==> src/rtl/chd_pkg.sv <==
package chd_pkg;
    localparam int DW   = 8;
    localparam int AC_W = 7;
    localparam int NMEM = 3;

    typedef enum logic [1:0] {
        MEM_DD  = 2'd0,
        MEM_CG  = 2'd1,
        MEM_AUX = 2'd2
    } mem_sel_e;

    typedef enum logic [2:0] {
        ACC_NONE,
        ACC_IR_WR,
        ACC_STATUS_RD,
        ACC_DR_WR,
        ACC_DR_RD,
        ACC_ER_WR,
        ACC_QUIET
    } acc_e;

    typedef struct packed {
        logic [AC_W-1:0] ac;
        mem_sel_e        sel;
        logic [DW-1:0]   dr;
        logic            fetch_req;
        logic            fetch_wait;
    } regif_st_t;
endpackage

==> src/rtl/chd_decode.sv <==
module chd_decode
    import chd_pkg::*;
(
    input  logic en,
    input  logic sel_a,
    input  logic sel_b,
    input  logic rd,
    output acc_e acc,
    output logic drive
);
    always_comb begin
        acc = ACC_NONE;
        if (en) begin
            unique case ({sel_a, sel_b})
                2'b11:   acc = rd ? ACC_DR_RD : ACC_DR_WR;
                2'b01:   acc = rd ? ACC_STATUS_RD : ACC_IR_WR;
                2'b00:   acc = rd ? ACC_QUIET : ACC_ER_WR;
                default: acc = ACC_QUIET;
            endcase
        end
        drive = (acc == ACC_DR_RD) || (acc == ACC_STATUS_RD);
    end
endmodule

==> src/rtl/chd_busy.sv <==
module chd_busy #(
    parameter int BUSY_CYC = 4
) (
    input  logic clk,
    input  logic rst_n,
    input  logic start,
    output logic busy
);
    localparam int CW = $clog2(BUSY_CYC + 1);

    logic [CW-1:0] cnt_d, cnt_q;

    always_comb begin
        cnt_d = cnt_q;
        if (start)
            cnt_d = CW'(BUSY_CYC);
        else if (cnt_q != '0)
            cnt_d = cnt_q - 1'b1;
    end

    always_ff @(posedge clk or negedge rst_n) begin
        if (!rst_n) cnt_q <= '0;
        else        cnt_q <= cnt_d;
    end

    assign busy = (cnt_q != '0);


    start_when_idle_chk: assert property (@(posedge clk) disable iff (!rst_n)
        start |-> !busy);

    busy_len_chk: assert property (@(posedge clk) disable iff (!rst_n)
        start |=> (int'(cnt_q) == BUSY_CYC));
endmodule

==> src/rtl/chd_mem.sv <==
module chd_mem
    import chd_pkg::*;
#(
    parameter int DEPTH = 16
) (
    input  logic            clk,
    input  logic            we,
    input  logic [AC_W-1:0] waddr,
    input  logic [DW-1:0]   wdata,
    input  logic            re,
    input  logic [AC_W-1:0] raddr,
    output logic [DW-1:0]   rdata
);
    logic [DW-1:0] arr_q [DEPTH];
    logic [DW-1:0] rdata_q;

    always_ff @(posedge clk) begin
        if (we && (int'(waddr) < DEPTH))
            arr_q[waddr] <= wdata;
        if (re && (int'(raddr) < DEPTH))
            rdata_q <= arr_q[raddr];
    end

    assign rdata = rdata_q;
endmodule

==> src/rtl/chd_host_regif.sv <==
module chd_host_regif
    import chd_pkg::*;
#(
    parameter int DD_DEPTH  = 80,
    parameter int CG_DEPTH  = 64,
    parameter int AUX_DEPTH = 16,
    parameter int BUSY_CYC  = 4
) (
    input  logic       clk,
    input  logic       rst_n,
    input  logic       en,
    input  logic       sel_a,
    input  logic       sel_b,
    input  logic       rd,
    input  logic [7:0] wdata,
    output logic [7:0] rdata,
    output logic       rdata_oe
);
    initial begin
        cfg_busy_chk: assert (BUSY_CYC >= 3);
        cfg_depth_chk: assert (DD_DEPTH <= 128 && CG_DEPTH <= 64 && AUX_DEPTH <= 128);
    end

    acc_e          acc;
    logic          drive;
    logic          busy;
    logic          accept;
    regif_st_t     st_d, st_q;
    logic [NMEM-1:0] we_vec, re_vec;
    logic [DW-1:0] mem_rd [NMEM];

    function automatic int depth_of(mem_sel_e s);
        case (s)
            MEM_DD:  return DD_DEPTH;
            MEM_CG:  return CG_DEPTH;
            default: return AUX_DEPTH;
        endcase
    endfunction

    function automatic logic [AC_W-1:0] clip(logic [AC_W-1:0] a, int depth);
        return (int'(a) < depth) ? a : '0;
    endfunction

    chd_decode u_dec (
        .en    (en),
        .sel_a (sel_a),
        .sel_b (sel_b),
        .rd    (rd),
        .acc   (acc),
        .drive (drive)
    );

    chd_busy #(.BUSY_CYC(BUSY_CYC)) u_busy (
        .clk   (clk),
        .rst_n (rst_n),
        .start (accept),
        .busy  (busy)
    );

    for (genvar g = 0; g < NMEM; g++) begin : g_mem
        localparam int D = (g == 0) ? DD_DEPTH : ((g == 1) ? CG_DEPTH : AUX_DEPTH);
        chd_mem #(.DEPTH(D)) u_mem (
            .clk   (clk),
            .we    (we_vec[g]),
            .waddr (st_q.ac),
            .wdata (wdata),
            .re    (re_vec[g]),
            .raddr (st_q.ac),
            .rdata (mem_rd[g])
        );
    end

    always_comb begin
        st_d   = st_q;
        we_vec = '0;
        re_vec = '0;
        accept = 1'b0;

        if (!busy) begin
            unique case (acc)
                ACC_IR_WR: begin
                    if (wdata[7]) begin
                        st_d.sel = MEM_DD;
                        st_d.ac  = clip(wdata[6:0], DD_DEPTH);
                        accept   = 1'b1;
                    end else if (wdata[6]) begin
                        st_d.sel = MEM_CG;
                        st_d.ac  = clip({1'b0, wdata[5:0]}, CG_DEPTH);
                        accept   = 1'b1;
                    end
                end
                ACC_ER_WR: begin
                    if (wdata[7]) begin
                        st_d.sel = MEM_AUX;
                        st_d.ac  = clip(wdata[6:0], AUX_DEPTH);
                        accept   = 1'b1;
                    end
                end
                ACC_DR_WR, ACC_DR_RD: begin
                    if (acc == ACC_DR_WR)
                        we_vec[st_q.sel] = 1'b1;
                    if (int'(st_q.ac) + 1 >= depth_of(st_q.sel))
                        st_d.ac = '0;
                    else
                        st_d.ac = st_q.ac + 1'b1;
                    accept = 1'b1;
                end
                default: ;
            endcase
        end

        if (accept)
            st_d.fetch_req = 1'b1;

        if (st_q.fetch_req) begin
            re_vec[st_q.sel] = 1'b1;
            st_d.fetch_req   = 1'b0;
            st_d.fetch_wait  = 1'b1;
        end

        if (st_q.fetch_wait) begin
            st_d.dr         = mem_rd[st_q.sel];
            st_d.fetch_wait = 1'b0;
        end
    end

    always_ff @(posedge clk or negedge rst_n) begin
        if (!rst_n) begin
            st_q <= '{ac: '0, sel: MEM_DD, dr: '0, fetch_req: 1'b0, fetch_wait: 1'b0};
        end else begin
            st_q <= st_d;
        end
    end

    always_comb begin
        rdata = '0;
        if (acc == ACC_STATUS_RD)
            rdata = {busy, st_q.ac};
        else if (acc == ACC_DR_RD)
            rdata = st_q.dr;
    end
    assign rdata_oe = drive;


    quiet_bus_chk: assert property (@(posedge clk) disable iff (!rst_n)
        (en && ((sel_a && !sel_b) || (!sel_a && !sel_b && rd))) |-> !rdata_oe);

    accept_busy_chk: assert property (@(posedge clk) disable iff (!rst_n)
        accept |=> busy);

    busy_hold_chk: assert property (@(posedge clk) disable iff (!rst_n)
        busy |=> ($stable(st_q.ac) && $stable(st_q.sel)));

    busy_no_write_chk: assert property (@(posedge clk) disable iff (!rst_n)
        (we_vec != '0) |-> !busy);

    ac_range_chk: assert property (@(posedge clk) disable iff (!rst_n)
        int'(st_q.ac) < depth_of(st_q.sel));

    one_write_chk: assert property (@(posedge clk) disable iff (!rst_n)
        $onehot0(we_vec));
endmodule

==> config.mk <==
export PLATFORM = sky130hd
export DESIGN_NAME = chd_host_regif
export DESIGN_NICKNAME = d
export VERILOG_FILES = /design/src/rtl/chd_pkg.sv /design/src/rtl/chd_decode.sv /design/src/rtl/chd_busy.sv /design/src/rtl/chd_mem.sv /design/src/rtl/chd_host_regif.sv
export SDC_FILE = /design/constraint.sdc
export NUM_CORES = 1
export LEC_CHECK = 0
export BUFFER_PORTS_ARGS = -buffer_cell sky130_fd_sc_hd__clkbuf_2
export CORE_MARGIN = 10
export CORE_UTILIZATION = 30
export CTS_CLUSTER_DIAMETER = 40
export DETAILED_ROUTE_END_ITERATION = 6
export HOLD_SLACK_MARGIN = 0.03
export PLACE_DENSITY = 0.48
export SLEW_MARGIN = 5
export SYNTH_ARGS = -nofsm -noshare
export SYNTH_HDL_FRONTEND = slang
export SYNTH_SLANG_ARGS = --single-unit
==> constraint.sdc <==
create_clock -name clk -period 3.35 [get_ports clk]
set_input_delay 1.005 -clock clk [delete_from_list [all_inputs] [get_ports clk]]
set_output_delay 1.005 -clock clk [all_outputs]
set_load 0.05 [all_outputs]
==> out/metrics.cfg, run 1 <==
[critical_path]
crit_path_max_incr_delay_ns=0.75
start_kind=flop
crit_arrival_ns=3.87
worstSetupPathType=flop to flop
critical-path-top-delay-family=compound AO/OA/AOI/OAI gates
endpoint_kind=flop
slowest_stage=nor2_4
cp_cell_sequence=nor2_4, a21oi_1, a211oi_2, a32oi_1, or3_1, o211ai_1
path_max_fanout=14
critPathBufInv=0
critPathRequiredTime_ns=3.96

[sta]
fmax_ghz=0.306
fin_ws_ns=0.0857
max-slew-margin-rel_pct=29.7
worstMarginPinSlew_ns=1.04
rsz0062_at_grt=true
final_max_slew_viol_count=0
setup-violations-final=0
fin_skew_ns=0.0299
tns_ns=0
fin_crit_sh_pct=97.4
finalCriticalPeriod_ns=3.26
hold_viol=0

[logic_synthesis]
synth_seq_area_share_pct=75.7
synth_flop_cell=edfxtp_1
synthesis.area_um2=52400
synth_cell_types=79
synth.avg_cell_area_um2=17.4
yosys_warnings=0
synth_nets=3032
synth_edf_count=1304
ys_ff_latch=1326
syn_inst=3010
async_flop_share_pct=1.66

[grt]
antenna_found_initial=3
grt_pass1_vias=31100
track_usage_pct=17.3
grt.overflow.total=0
grt_max_degree=162
grt_pass1_wl_um=241000

[worst_hold_path]
min_path_type=primary input to asynchronous set/reset pin

[clock_network]
clock-sinks=1326
h-tree-depth=4
cts_tree=done
hold_buffers=0
worst_skew_pair.late_latency_ns=0.82
cts.path.max_buffers=3
path_clk_slew_ns=0.06
cts_buffers=179
cts-root-buf=clkbuf_16

[floorplan]
core.rowCount=153
die_h_um=438
design.core.area_um2=174000
initial_utilization_pct=30.2
design.die.area_um2=192000
num_io_pins=23
fp.dieW_um=438

[power]
peakVddDrop_uv=561
power.total_mw=55.1
powerDensity_nw_per_um2=855
p_leak_nw=21.0

[place]
pre_cts_ws_ns=-0.303
portBuffers=22
place_congestion=0.835
dp_cells=5593
dp_hpwl_um=107000

[layout]
final_util_pct=37.1
layout.cells.non_filler=5938
drive_gt1_share_pct=27.6
nets=3482
syn_to_final_growth_pct=22.9

[drt]
post_drt_wl_per_cell_um=28.7
drtAntennaViolNets=0
drt_iter0_markers=3337
drt-vias-per-instance=5.21
drcViolationCount=0
vias=30900
dr.pass1.iters=7
wl_um=170000

[job]
maxCapViolations=0

[status]
status=finished clean

## cells by family after synthesis
group / synth area share, %
DFF: 75.7
buffers and inverters: 2.17
and+or+nand+nor: 4.22
xor gates and xnor gates: 0.0501
muxes: 9.19
adders and majority gates: 0.191
AOI/OAI and AO/OA: 8.45
## final cells by class
class	instances	area, µm²
clock inverter	139	1440
multi-input combinational	1476	11700
antenna	1	2.50
sequential	1326	39700
clock buffer	194	4560
tap	2325	2910
fill	16300	109000
inverter	11	45.0
timing repair buffer	466	4110
## final timing paths
kind / start / end / slack, ns / depth (start not counted)
min reg2reg: u_busy.cnt_q[0]$_DFFE_PN0P_ / u_busy.cnt_q[0]$_DFFE_PN0P_ / 0.49 / 1
min: rst_n / st_q[3]$_DFFE_PN0P_ / 0.20 / 1
max in group asynchronous: rst_n / st_q[14]$_DFFE_PN0P_ / 2.65 / 1
min in group clk: wdata[6] / g_mem[2].u_mem.arr_q[3][6]$_DFFE_PP_ / 0.46 / 1
max reg2reg: st_q[13]$_DFFE_PN0P_ / g_mem[0].u_mem.rdata[6]$_DFFE_PP_ / 0.09 / 6
max: st_q[13]$_DFFE_PN0P_ / g_mem[0].u_mem.rdata[6]$_DFFE_PP_ / 0.09 / 6
## cell usage in the layout (no fill, tap or decap), types with 11 or more instances in the layout
cell	n
a221oi_1	126
a21oi_1	121
mux2_2	96
clkinv_2	26
inv_6	20
a22oi_1	93
a31oi_1	25
a22o_1	21
a221o_1	18
mux2i_1	131
clkinv_4	14
clkinv_1	24
clkinvlp_4	21
o221ai_1	21
nand2_1	120
nor3_1	18
buf_12	42
o21ai_0	75
buf_4	397
clkbuf_16	182
clkbuf_1	14
dfrtp_1	16
edfxtp_1	1304
nor2_1	286
mux4_2	99
o22a_1	11
nand3_1	17
o22ai_1	25
nand2b_1	11
bufinv_16	15
clkbuf_2	12
## Yosys cell counts, types with 53 or more instances
library cell | n | area (µm²)
o21ai_0 | 75 | 375
nor2_1 | 289 | 1080
mux2i_1 | 132 | 1320
a22oi_1 | 93 | 698
a221oi_1 | 126 | 1100
edfxtp_1 | 1304 | 39200
nand2_1 | 120 | 450
mux4_2 | 99 | 2230
buf_2 | 73 | 365
a21oi_1 | 121 | 606
clkbuf_1 | 53 | 199
mux2_2 | 96 | 1080
## metrics by stage
| stage | hold WS [ns] | area (µm²) |
|---|---|---|
| finish | 0.202 | 64500 |
| global route | 0.208 | 64400 |
| CTS | 0.170 | 64400 |
| detailed placement | 0.487 | 58300 |
| global placement | 0.474 | 58300 |
| floorplan | 0.443 | 52400 |
## per-layer routing
| metal | wire length (µm) | global-route usage (%) |
|---|---|---|
| met1 | 75800 | 24.3 |
| met2 | 78100 | 26.9 |
| met3 | 12000 | 3.48 |
| met4 | 4410 | 5.09 |
| met5 | 11 | 0 |
## registers in the layout (all words and copies together) (netlist names)
name	flops
g_mem.u_mem.arr_q	1280
g_mem.u_mem.rdata	24
st_q	19
u_busy.cnt_q	3
## timing repair
action                     in CTS  in global routing
gates resized for setup        13                  2
setup endpoints to repair       5                  3
pin swaps                       0                  0
gates cloned                    0                  2
buffers inserted                7                  2
## power breakdown
part | total (mW) | switching [mW] | internal (mW)
registers | 18.7 | 0.253 | 18.5
clock network | 18.9 | 7.73 | 11.2
logic | 17.4 | 11.2 | 6.22
## worst reg2reg max path, stage by stage (launching register included)
cell,delay [ns]
dfrtp_4,0.59
nor2_4,0.75
a21oi_1,0.22
a211oi_2,0.65
a32oi_1,0.26
or3_1,0.41
o211ai_1,0.17
(Power assumes the default switching activity.)
==> inputs of run 2 (changes only) <==
--- a/config.mk
+++ b/config.mk
@@ -11,7 +11,7 @@
 export CTS_CLUSTER_DIAMETER = 40
 export DETAILED_ROUTE_END_ITERATION = 6
 export HOLD_SLACK_MARGIN = 0.03
-export PLACE_DENSITY = 0.48
+export PLACE_DENSITY = 0.41
 export SLEW_MARGIN = 5
 export SYNTH_ARGS = -nofsm -noshare
 export SYNTH_HDL_FRONTEND = slang
==> run 2 against run 1 <==
Sequential power about the same. Largest cell class unchanged. Flip-flop and latch count stayed put. Final cell count is 1.0% higher. Critical path depth up 3. Largest power group unchanged. Via count is 2.6% higher. Clock skew rose by 0.0052 ns. First-iteration DRC count increased by 3.6%. Count of clock-buffer cells in the layout up 23. Cell area rose by 2.0%. Critical path type unchanged.
==> out/metrics.cfg, run 2 (synthesized netlist as in run 1, its figures left out) <==
[sta]
worstMarginPinSlew_ns=0.946
fmax_ghz=0.306
max-slew-margin-rel_pct=36.3
finalCriticalPeriod_ns=3.26
setup-violations-final=0
fin_crit_sh_pct=97.5
tns_ns=0
final_max_slew_viol_count=0
hold_viol=0
fin_skew_ns=0.0350

[drt]
post_drt_wl_per_cell_um=31.3
drtAntennaViolNets=0
drt-vias-per-instance=5.29
vias=31700
drcViolationCount=0
dr.pass1.iters=5
drt_iter0_markers=3457
wl_um=188000

[power]
peakVddDrop_uv=507
p_leak_nw=21.7
powerDensity_nw_per_um2=888
power.total_mw=58.4

[grt]
grt.overflow.total=0
grt_pass1_vias=32700
grt_max_degree=129
track_usage_pct=19.2
grt_pass1_wl_um=263000
antenna_found_initial=10

[floorplan]
die_h_um=438
design.core.area_um2=174000
initial_utilization_pct=30.2
num_io_pins=23
fp.dieW_um=438
core.rowCount=153
design.die.area_um2=192000

[clock_network]
cts_buffers=192
cts_tree=done
clock-sinks=1326
cts-root-buf=clkbuf_16
cts.path.max_buffers=3
hold_buffers=0
path_clk_slew_ns=0.06
worst_skew_pair.late_latency_ns=0.83
h-tree-depth=4

[layout]
final_cell_mix=edfxtp_1 (1304), buf_4 (408), nor2_1 (286), clkbuf_16 (197), mux2i_1 (131)
layout.cells.non_filler=5999
final_util_pct=37.8
fin_area_um2=65800
syn_to_final_growth_pct=25.4
final_common_cell=edfxtp_1
nets=3525
largest_reg_flops=1280
drive_gt1_share_pct=29.2
regMostFlops=g_mem.u_mem.arr_q

[place]
place_congestion=0.864
dp_cells=5618
portBuffers=22
placed_area_um2=58700
dp_hpwl_um=120000

[critical_path]
crit_arrival_ns=3.77
path_max_fanout=22
endpoint_kind=flop
r2r_slack_ns=0.09
start_kind=flop
worstSetupPathType=flop to flop
critPathRequiredTime_ns=3.86

[status]
status=finished clean

[job]
maxCapViolations=0

[worst_hold_path]
min_path_type=primary input to asynchronous set/reset pin

==> run 2: worst max-delay path: stages (launching register included) <==
cell and delay, ns:
dfrtp_4 0.48, buf_4 0.18, buf_4 0.24, buf_12 0.22
mux2_2 0.38, a221oi_1 0.28, o2111ai_1 0.27, a32oi_1 0.35
or3_1 0.28, o211ai_1 0.23
==> run 2: worst paths after layout <==
check | start | to | cells after the start
max | st_q[14]$_DFFE_PN0P_ | g_mem[0].u_mem.rdata[6]$_DFFE_PP_ | 9
min | rst_n | st_q[13]$_DFFE_PN0P_ | 1
max reg2reg | st_q[14]$_DFFE_PN0P_ | g_mem[0].u_mem.rdata[6]$_DFFE_PP_ | 9
max in group asynchronous | rst_n | st_q[12]$_DFFE_PN0P_ | 1
min in group clk | sel_b | st_q[11]$_DFFE_PN0P_ | 2
min reg2reg | u_busy.cnt_q[2]$_DFFE_PN0P_ | u_busy.cnt_q[2]$_DFFE_PN0P_ | 1
==> run 2: area by class of cell <==
type / instances / area [µm²]
diodes: 2 / 5.00
clock buffers: 217 / 5000
clock inverters: 146 / 1740
fillers: 16200 / 108000
inverters: 11 / 45.0
multi-input cells: 1477 / 11700
flip-flops and latches: 1326 / 39700
well taps: 2325 / 2910
repair buffers: 495 / 4590
==> run 2: repair_timing <==
action | CTS | global route
gates cloned | 4 | 1
buffers inserted | 8 | 3
gates resized for setup | 21 | 13
endpoints found under the setup margin | 6 | 15
pin swaps | 0 | 1
==> run 2: power by group <==
group | internal [mW] | total (mW) | leakage [nW] | switching [mW]
clock network | 13.0 | 21.0 | 3.27 | 7.94
registers | 18.5 | 18.7 | 12.0 | 0.209
logic | 6.70 | 18.8 | 6.43 | 12.1
total | 38.2 | 58.4 | 21.7 | 20.2
==> run 2: metal layers <==
layer / track usage (%) / routed length, µm / vias up
li1: - / - / 13300
met1: 26.8 / 82700 / 16900
met2: 30.0 / 86700 / 1271
met3: 3.97 / 13100 / 287
met4: 5.51 / 5020 / 2
met5: 0 / 11 / -
==> run 2: per-stage QoR <==
step | setup slack (ns) | hold WS [ns]
floorplan | 0.0319 | 0.443
global placement | -0.525 | 0.475
detailed placement | -0.430 | 0.499
CTS | -0.0523 | 0.157
global route | -0.0000899 | 0.214
finish | 0.0853 | 0.206
